### src/rtl/tmr_pkg.sv
package tmr_pkg;

    localparam int CNT_W  = 32;
    localparam int ADDR_W = 3;
    localparam int N_POST = 3;   // posted registers: control, reload, counter

    typedef enum logic [ADDR_W-1:0] {
        A_CTRL  = 3'd0,
        A_LOAD  = 3'd1,
        A_COUNT = 3'd2,
        A_STAT  = 3'd3,
        A_IEN   = 3'd4,
        A_PEND  = 3'd5
    } reg_addr_e;

    typedef struct packed {
        logic             run;
        logic             reload;
        logic [CNT_W-1:0] load;
        logic [CNT_W-1:0] count;
        logic             ovf;
    } core_state_t;

endpackage

### src/rtl/tmr_wr_sync.sv
module tmr_wr_sync #(
    parameter int W   = 32,
    parameter int LAT = 3
) (
    input  logic         clk,
    input  logic         rst_n,
    input  logic         wr_in,
    input  logic [W-1:0] wdata_in,
    output logic         apply,
    output logic [W-1:0] apply_data,
    output logic         pending
);

    generate
        if (LAT == 0) begin : g_direct
            assign apply      = wr_in;
            assign apply_data = wdata_in;
            assign pending    = 1'b0;
        end else begin : g_posted
            logic [LAT-1:0]        vld_d, vld_q;
            logic [LAT-1:0][W-1:0] dat_d, dat_q;

            always_comb begin
                vld_d[0] = wr_in;
                dat_d[0] = wdata_in;
                for (int i = 1; i < LAT; i++) begin
                    vld_d[i] = vld_q[i-1];
                    dat_d[i] = dat_q[i-1];
                end
            end

            always_ff @(posedge clk) begin
                if (!rst_n) begin
                    vld_q <= '0;
                    dat_q <= '0;
                end else begin
                    vld_q <= vld_d;
                    dat_q <= dat_d;
                end
            end

            assign apply      = vld_q[LAT-1];
            assign apply_data = dat_q[LAT-1];
            assign pending    = |vld_q;

            // a captured write is visible as pending on the next cycle
            assert_pend_after_wr_R8: assert property (@(posedge clk) disable iff (!rst_n)
                wr_in |=> pending);
        end
    endgenerate

endmodule

### src/rtl/tmr_count_core.sv
module tmr_count_core
    import tmr_pkg::*;
(
    input  logic             clk,
    input  logic             rst_n,
    input  logic             ctrl_apply,
    input  logic             ctrl_run,
    input  logic             ctrl_reload,
    input  logic             load_apply,
    input  logic [CNT_W-1:0] load_val,
    input  logic             cnt_apply,
    input  logic [CNT_W-1:0] cnt_val,
    input  logic             ovf_clr,
    output logic             run,
    output logic             reload,
    output logic [CNT_W-1:0] load,
    output logic [CNT_W-1:0] count,
    output logic             ovf
);

    localparam logic [CNT_W-1:0] ONES = {CNT_W{1'b1}};

    core_state_t d, q;
    logic        wrap;

    always_comb begin
        d    = q;
        wrap = q.run && (q.count == ONES);
        if (q.run) begin
            if (wrap) begin
                if (q.reload) begin
                    d.count = q.load;
                end else begin
                    d.count = '0;
                    d.run   = 1'b0;
                end
            end else begin
                d.count = q.count + 1'b1;
            end
        end
        if (load_apply) d.load  = load_val;
        if (cnt_apply)  d.count = cnt_val;
        if (ctrl_apply) begin
            d.run    = ctrl_run;
            d.reload = ctrl_reload;
        end
        if (wrap)         d.ovf = 1'b1;
        else if (ovf_clr) d.ovf = 1'b0;
    end

    always_ff @(posedge clk) begin
        if (!rst_n) q <= '0;
        else        q <= d;
    end

    assign run    = q.run;
    assign reload = q.reload;
    assign load   = q.load;
    assign count  = q.count;
    assign ovf    = q.ovf;

    assert_inc_R2: assert property (@(posedge clk) disable iff (!rst_n)
        (q.run && q.count != ONES && !cnt_apply) |=> (q.count == $past(q.count) + 1'b1));

    assert_wrap_sets_ovf_R3: assert property (@(posedge clk) disable iff (!rst_n)
        (q.run && q.count == ONES) |=> q.ovf);

    assert_oneshot_stop_R4: assert property (@(posedge clk) disable iff (!rst_n)
        (q.run && q.count == ONES && !q.reload && !cnt_apply && !ctrl_apply)
        |=> (!q.run && q.count == '0));

    assert_reload_copy_R5: assert property (@(posedge clk) disable iff (!rst_n)
        (q.run && q.count == ONES && q.reload && !cnt_apply) |=> (q.count == $past(q.load)));

    assert_w1c_R6: assert property (@(posedge clk) disable iff (!rst_n)
        (ovf_clr && !(q.run && q.count == ONES)) |=> !q.ovf);

    assert_stop_hold_R9: assert property (@(posedge clk) disable iff (!rst_n)
        (!q.run && !cnt_apply) |=> $stable(q.count));

endmodule

### src/rtl/tmr_up_top.sv
module tmr_up_top
    import tmr_pkg::*;
#(
    parameter int SYNC_LAT = 3
) (
    input  logic              clk,
    input  logic              rst_n,
    input  logic              bus_wr,
    input  logic [ADDR_W-1:0] bus_addr,
    input  logic [CNT_W-1:0]  bus_wdata,
    output logic [CNT_W-1:0]  bus_rdata,
    output logic              irq
);

    logic [N_POST-1:0]            sel_wr;
    logic [N_POST-1:0]            apply;
    logic [N_POST-1:0]            pend;
    logic [N_POST-1:0][CNT_W-1:0] apply_data;

    // index i serves the register at address i (control, reload, counter)
    genvar gi;
    generate
        for (gi = 0; gi < N_POST; gi++) begin : g_sync
            assign sel_wr[gi] = bus_wr && (bus_addr == ADDR_W'(gi));
            tmr_wr_sync #(.W(CNT_W), .LAT(SYNC_LAT)) u_sync (
                .clk        (clk),
                .rst_n      (rst_n),
                .wr_in      (sel_wr[gi]),
                .wdata_in   (bus_wdata),
                .apply      (apply[gi]),
                .apply_data (apply_data[gi]),
                .pending    (pend[gi])
            );
        end
    endgenerate

    logic unused_ctrl_hi;
    assign unused_ctrl_hi = ^apply_data[0][CNT_W-1:2];

    logic             ovf_clr;
    logic             run, reload, ovf;
    logic [CNT_W-1:0] load, count;

    assign ovf_clr = bus_wr && (bus_addr == A_STAT) && bus_wdata[0];

    tmr_count_core u_core (
        .clk         (clk),
        .rst_n       (rst_n),
        .ctrl_apply  (apply[0]),
        .ctrl_run    (apply_data[0][0]),
        .ctrl_reload (apply_data[0][1]),
        .load_apply  (apply[1]),
        .load_val    (apply_data[1]),
        .cnt_apply   (apply[2]),
        .cnt_val     (apply_data[2]),
        .ovf_clr     (ovf_clr),
        .run         (run),
        .reload      (reload),
        .load        (load),
        .count       (count),
        .ovf         (ovf)
    );

    logic ie_d, ie_q;

    always_comb begin
        ie_d = ie_q;
        if (bus_wr && bus_addr == A_IEN) ie_d = bus_wdata[0];
    end

    always_ff @(posedge clk) begin
        if (!rst_n) ie_q <= 1'b0;
        else        ie_q <= ie_d;
    end

    assign irq = ovf & ie_q;

    always_comb begin
        bus_rdata = '0;
        case (bus_addr)
            A_CTRL:  bus_rdata[1:0]        = {reload, run};
            A_LOAD:  bus_rdata             = load;
            A_COUNT: bus_rdata             = count;
            A_STAT:  bus_rdata[0]          = ovf;
            A_IEN:   bus_rdata[0]          = ie_q;
            A_PEND:  bus_rdata[N_POST-1:0] = pend;
            default: bus_rdata             = '0;
        endcase
    end

    // the interrupt line never rises while the enable is off
    assert_irq_gated_R7: assert property (@(posedge clk) disable iff (!rst_n)
        $rose(irq) |-> ie_q);

    // nothing is pending on the first cycle out of reset
    assert_reset_clean_R1: assert property (@(posedge clk)
        $rose(rst_n) |-> (pend == '0 && !irq));

endmodule

### config.mk
export PLATFORM = sky130hd
export DESIGN_NAME = tmr_up_top
export DESIGN_NICKNAME = d
export VERILOG_FILES = /design/src/rtl/tmr_pkg.sv /design/src/rtl/tmr_wr_sync.sv /design/src/rtl/tmr_count_core.sv /design/src/rtl/tmr_up_top.sv
export SDC_FILE = /design/constraint.sdc
export NUM_CORES = 1
export LEC_CHECK = 0
export ABC_AREA = 1
export BUFFER_PORTS_ARGS = -buffer_cell sky130_fd_sc_hd__buf_2
export CAP_MARGIN = 20
export CORE_ASPECT_RATIO = 1.1
export CORE_UTILIZATION = 55
export CTS_BUF_LIST = sky130_fd_sc_hd__clkbuf_16
export DETAILED_ROUTE_END_ITERATION = 10
export GPL_ROUTABILITY_DRIVEN = 0
export GPL_TIMING_DRIVEN = 0
export PLACE_DENSITY_LB_ADDON = 0.2
export RECOVER_POWER = 100
export SLEW_MARGIN = 10
export SYNTH_ARGS = -nofsm -noshare
export SYNTH_HDL_FRONTEND = slang
export SYNTH_HIERARCHICAL = 1
export SYNTH_SLANG_ARGS = --single-unit
### constraint.sdc
create_clock -name clk -period 5.22 [get_ports clk]
set_clock_uncertainty 0.2 [all_clocks]
set_input_delay 1.044 -clock clk [delete_from_list [all_inputs] [get_ports clk]]
set_output_delay 1.044 -clock clk [all_outputs]
set_load 0.005 [all_outputs]
; ---- After elaboration in Yosys (flattened, before gate mapping)
; Index checks and enable logic that the tools add are counted.
[word_totals]
ff_bits = 173
inputBits = 38
out_inout_bits = 33
wordCells = 47
[op_classes]
add_sub_neg = 1
n_eq_ne = 6
n_mux = 14
bitwise = 1
n_reduce_logical = 13
[op_table]
columns = operator, n
row1 = 32-bit two-way mux, 4
row2 = 29-bit case mux with 2 select lines, 1
row3 = 32-bit by 1-bit adder with 32-bit output (second input constant), 1
row4 = 32-bit equality test (second input constant), 1
row5 = 3-bit OR reduction, 3
row6 = 1-bit logical AND, 7
row7 = 3-bit by 2-bit equality test with 1-bit output (second input constant), 2
row8 = 3-bit equality test (second input constant), 2
row9 = 1-bit case mux with 6 select lines, 1
row10 = 1-bit two-way mux, 5
row11 = 1-bit case mux with 4 select lines, 1
row12 = 2-bit nonzero test, 2
row13 = 3-bit by 1-bit equality test with 1-bit output (second input constant), 1
row14 = 3-bit zero test, 1
row15 = 1-bit case mux with 3 select lines, 1
row16 = 2-bit two-way mux, 1
row17 = 1-bit bitwise AND, 1

; ---- Logic depth before layout (Yosys ltp)
[logic_depth]
word_depth = 5
mapped_depth = 12
mapped_depth_nobuf = 11

; ---- Cells and area by module
; The synthesis kept the hierarchy.
[modules_own_cells]
columns = mod, n_inst, cells_per_inst, area_per_inst_um2, seq_area_each_um2
row1 = tmr_wr_sync, 3, 311, 2810.2, 1981.9
row2 = tmr_count_core, 1, 643, 3923.8, 1341.3
row3 = tmr_up_top, 1, 137, 621.8, 20.0

; ---- Worst setup path after synthesis
; Ideal clock, no wire load.
[synth_timing]
path_type = input port to output port
from = in bus_addr[2]
to = out bus_rdata[2]
arrival_time_ns = 1.735
setup_slack_ns = 2.241
path_stages = 5
path_buffers = 2
cell_sequence = buf_2 > nor3_4 > buf_6 > nand2_1 > nand3_2
[synth_via]
elab_chain_cells = 2
[synth_lines]
columns = item, line_no
row1 = "start, declared", tmr_up_top.sv:9  ; input logic [ADDR_W-1:0] bus_addr,
row2 = 3-bit equality test (tied with other cells), tmr_up_top.sv:80  ; case (bus_addr)
row3 = 1-bit case mux with 3 select lines *, tmr_up_top.sv:80
row4 = "end, declared", tmr_up_top.sv:11  ; output logic [CNT_W-1:0] bus_rdata,
; Every way passes the cells marked *; elsewhere a longest branch is shown, timed or not.

; ---- Final worst setup path
[layout_timing]
from = reg u_core.q, in the netlist u_core/count[0]
to = reg u_core.q, in the netlist u_core/count[7]
[layout_via]
elab_chain_cells = 5
[layout_lines]
columns = item, line_no
row1 = "start, declared", tmr_count_core.sv:23  ; core_state_t d, q;
row2 = "start signal, assigned", tmr_count_core.sv:52  ; if (!rst_n) q <= '0;
row3 = "start signal, assigned", tmr_count_core.sv:53  ; else q <= d;
row4 = branches (longest 2 deep; another with 32-bit by 1-bit adder with 32-bit output), n/a
row5 = 32-bit two-way mux *, tmr_count_core.sv:30  ; if (wrap) begin
row6 = 32-bit two-way mux *, tmr_count_core.sv:29  ; if (q.run) begin
row7 = 32-bit two-way mux *, tmr_count_core.sv:42  ; if (cnt_apply) d.count = cnt_val;
; Every way passes the cells marked *. The select of a mux whose other input is x is not followed.
; A chain may end at the register's enable or synchronous reset.

==> results.toml <==
[global_route]
antenna_found_initial = 0
grt_usage_pct = 25.44
grt_pass1_vias = 7944
grt_start_max_net_pins = 16
overflow = 0
grt_pass1_wl_um = 39280

[routing]
vias = 8544
dr.pass1.iters = 5
drc = 0
final_antenna_net_count = 0
wl_um = 24610
wl_per_cell_um = 13.69
via_per_inst = 4.752
drt_iter0_drc = 589

[worst_hold_path]
whs_path_depth = 2
worst_hold_startpoint = "g_sync[2].u_sync/g_posted.dat_d[63]"
hp-class = "reg -> reg"
hold_end = "g_sync[2].u_sync/g_posted.dat_d[95]"

[clock_network]
cts_setup_buffers = 0
clk_path_buf_depth = 3
cts-buffers-inserted = 26
path_clk_slew_ns = 0.06
hold_buffers = 0
cts_max_level = 1
cts_tree = "done"
post_cts_resize_count = 0
root_buffer = "clkbuf_16"
clock_latency_ns = 0.53
cts.sinks = 275

[final_layout]
fin_util_pct = 63.81
fin_nets = 1574
area.growth.synth_to_final_pct = 13.08
final_area_mm2 = 0.01183
diodes = 0
drive_gt1_share_pct = 7.846

[floorplanning]
ios = 71
core_mm2 = 0.01854
dieArea_mm2 = 0.01958
row_count = 52
start_util_pct = 56.42
fp.dieW_um = 133.5
die_y_um = 146.7

[run_status]
status = "completed"

[setup_path]
critPathTopFamily = "simple AND/OR/NAND/NOR gates"
timing.critical_path.mode_cell = "nand2_1"
r2r_setup_slack_ns = 1.21
crit_type = "reg -> reg"
r2r-end = "u_core/count[7]"
path_depth = 12
crit_chain = "ha_1, nand2_1, nor2_1, nand2_4, nor2_1, nand3_1, nor2_1, clkbuf_1, nand2_1, nand2_1, nand2_1, a21oi_1"
startpoint_type = "flip-flop"
worstPathBufferInverterCount = 1
r2r-start = "u_core/count[0]"
slowest_delay_ns = 0.60
cp_slowest_cell = "clkbuf_1"
critPathMaxFanout = 10
worstRegToRegCells = 12
required_ns = 5.46
worstSetupEndpointType = "flip-flop"
critPathArrivalTime_ns = 4.24

[logic_synthesis]
synth_area_mm2 = 0.01046
synth.avg_cell_area_um2 = 7.281
synthCells = 1437
yosysWarnings = 6
synthesis.nets = 1476

[place]
hpwl_um = 17970
place_area_mm2 = 0.01112
place.port_buffers = 70

[flow_run]
max-cap-violations = 0

[sta]
fin_crit_sh_pct = 76.73
max_freq_mhz = 249.7
tightest_slew_ns = 0.7079
period_needed_ns = 4.006
finalSetupViolations = 0
report.final.slew_viol_count = 0
timing.slew.headroom_pct = 52.81
fin_setup_tns_ns = 0
rsz0062_at_grt = "false"
hold_viol = 0

[power]
p_leak_nw = 6.686
power_density_mw_per_mm2 = 358.2
peakVddDrop_uv = 271.0
## cell type report
| cell class | instances | area (um^2) |
|---|---|---|
| well taps | 243 | 304.0 |
| inverters | 273 | 1025 |
| repair buffers | 70 | 336.6 |
| flip-flops and latches | 275 | 5505 |
| plain buffers | 63 | 264.0 |
| fillers | 1718 | 6711 |
| clock buffers | 27 | 675.6 |
| multi-input cells | 826 | 3510 |
| clock inverters | 21 | 211.5 |
## power breakdown
part	switching, W	total (W)	internal, W
Combinational	0.0000942	0.000138	0.0000438
Clock	0.000778	0.00192	0.00114
Sequential	0.0000201	0.00218	0.00216
## how the worst max path moves through the flow
| stage | from | end | slack, ns |
|---|---|---|---|
| 2_1_floorplan | bus_addr[2] | bus_rdata[2] | 2.24 |
| 3_3_place_gp | bus_addr[2] | bus_rdata[7] | 1.85 |
| 3_5_place_dp | bus_addr[2] | bus_rdata[7] | 1.85 |
| 4_1_cts | bus_addr[2] | bus_rdata[7] | 1.85 |
| 5_1_grt | u_core/count[0] | u_core/count[7] | 1.06 |
| 6_report | u_core/count[0] | u_core/count[7] | 1.21 |
## worst min-delay path, cell delays in order, from the launching register on
cell and delay (ns):
dfxtp_1 0.31, nand2_1 0.05, inv_1 0.04
## flip-flops by register name, indices dropped and copies added, names as in the netlist
signal	count
u_core/count	32
ie_q	1
u_core/ovf	1
u_core/run	1
g_sync.u_sync/g_posted.vld_q	9
u_core/reload	1
g_sync.u_sync/apply_data	66
u_core/load	32
g_sync.u_sync/g_posted.dat_d	132
## metal layers
metal	global-route usage (%)	vias up	wire length, um
met5	0	-	0
met3	3.125	67	1538
met2	43.10	316	11390
met1	32.86	3728	10840
met4	10.23	0	838
li1	-	4433	-
## cells in the final DEF (no fill, tap or decap), types with 2 or more instances in the layout
cell type and n:
nand4_1 16, clkbuf_1 65, xor2_1 4, nand3b_1 3
clkbuf_16 27, nor4_1 2, nand2_1 480, buf_2 62
nand3_1 39, nor2_1 144, o21bai_1 3, o21ai_0 51
inv_1 271, clkinv_1 6, dfxtp_1 275, a22oi_1 11
buf_1 2, clkinv_2 5, inv_2 3, a21oi_1 51
buf_6 3, xnor2_1 7, nor2_2 6, bufinv_16 4
clkinvlp_4 3
## per-stage QoR
| stage | hold WS (ns) | power (W) | setup slack (ns) | instances |
|---|---|---|---|---|
| after floorplan | 0.1905 | 0.002317 | 2.241 | 1437 |
| after CTS | 0.2081 | 0.004281 | 1.849 | 1798 |
| after detailed placement | 0.1955 | 0.002376 | 1.854 | 1750 |
| final | 0.2078 | 0.004238 | 1.214 | 1798 |
| after global routing | 0.2278 | 0.004374 | 1.058 | 1798 |
| after global placement | 0.1936 | 0.002371 | 1.853 | 1750 |
No activity file was read; power rests on OpenSTA's default activity.
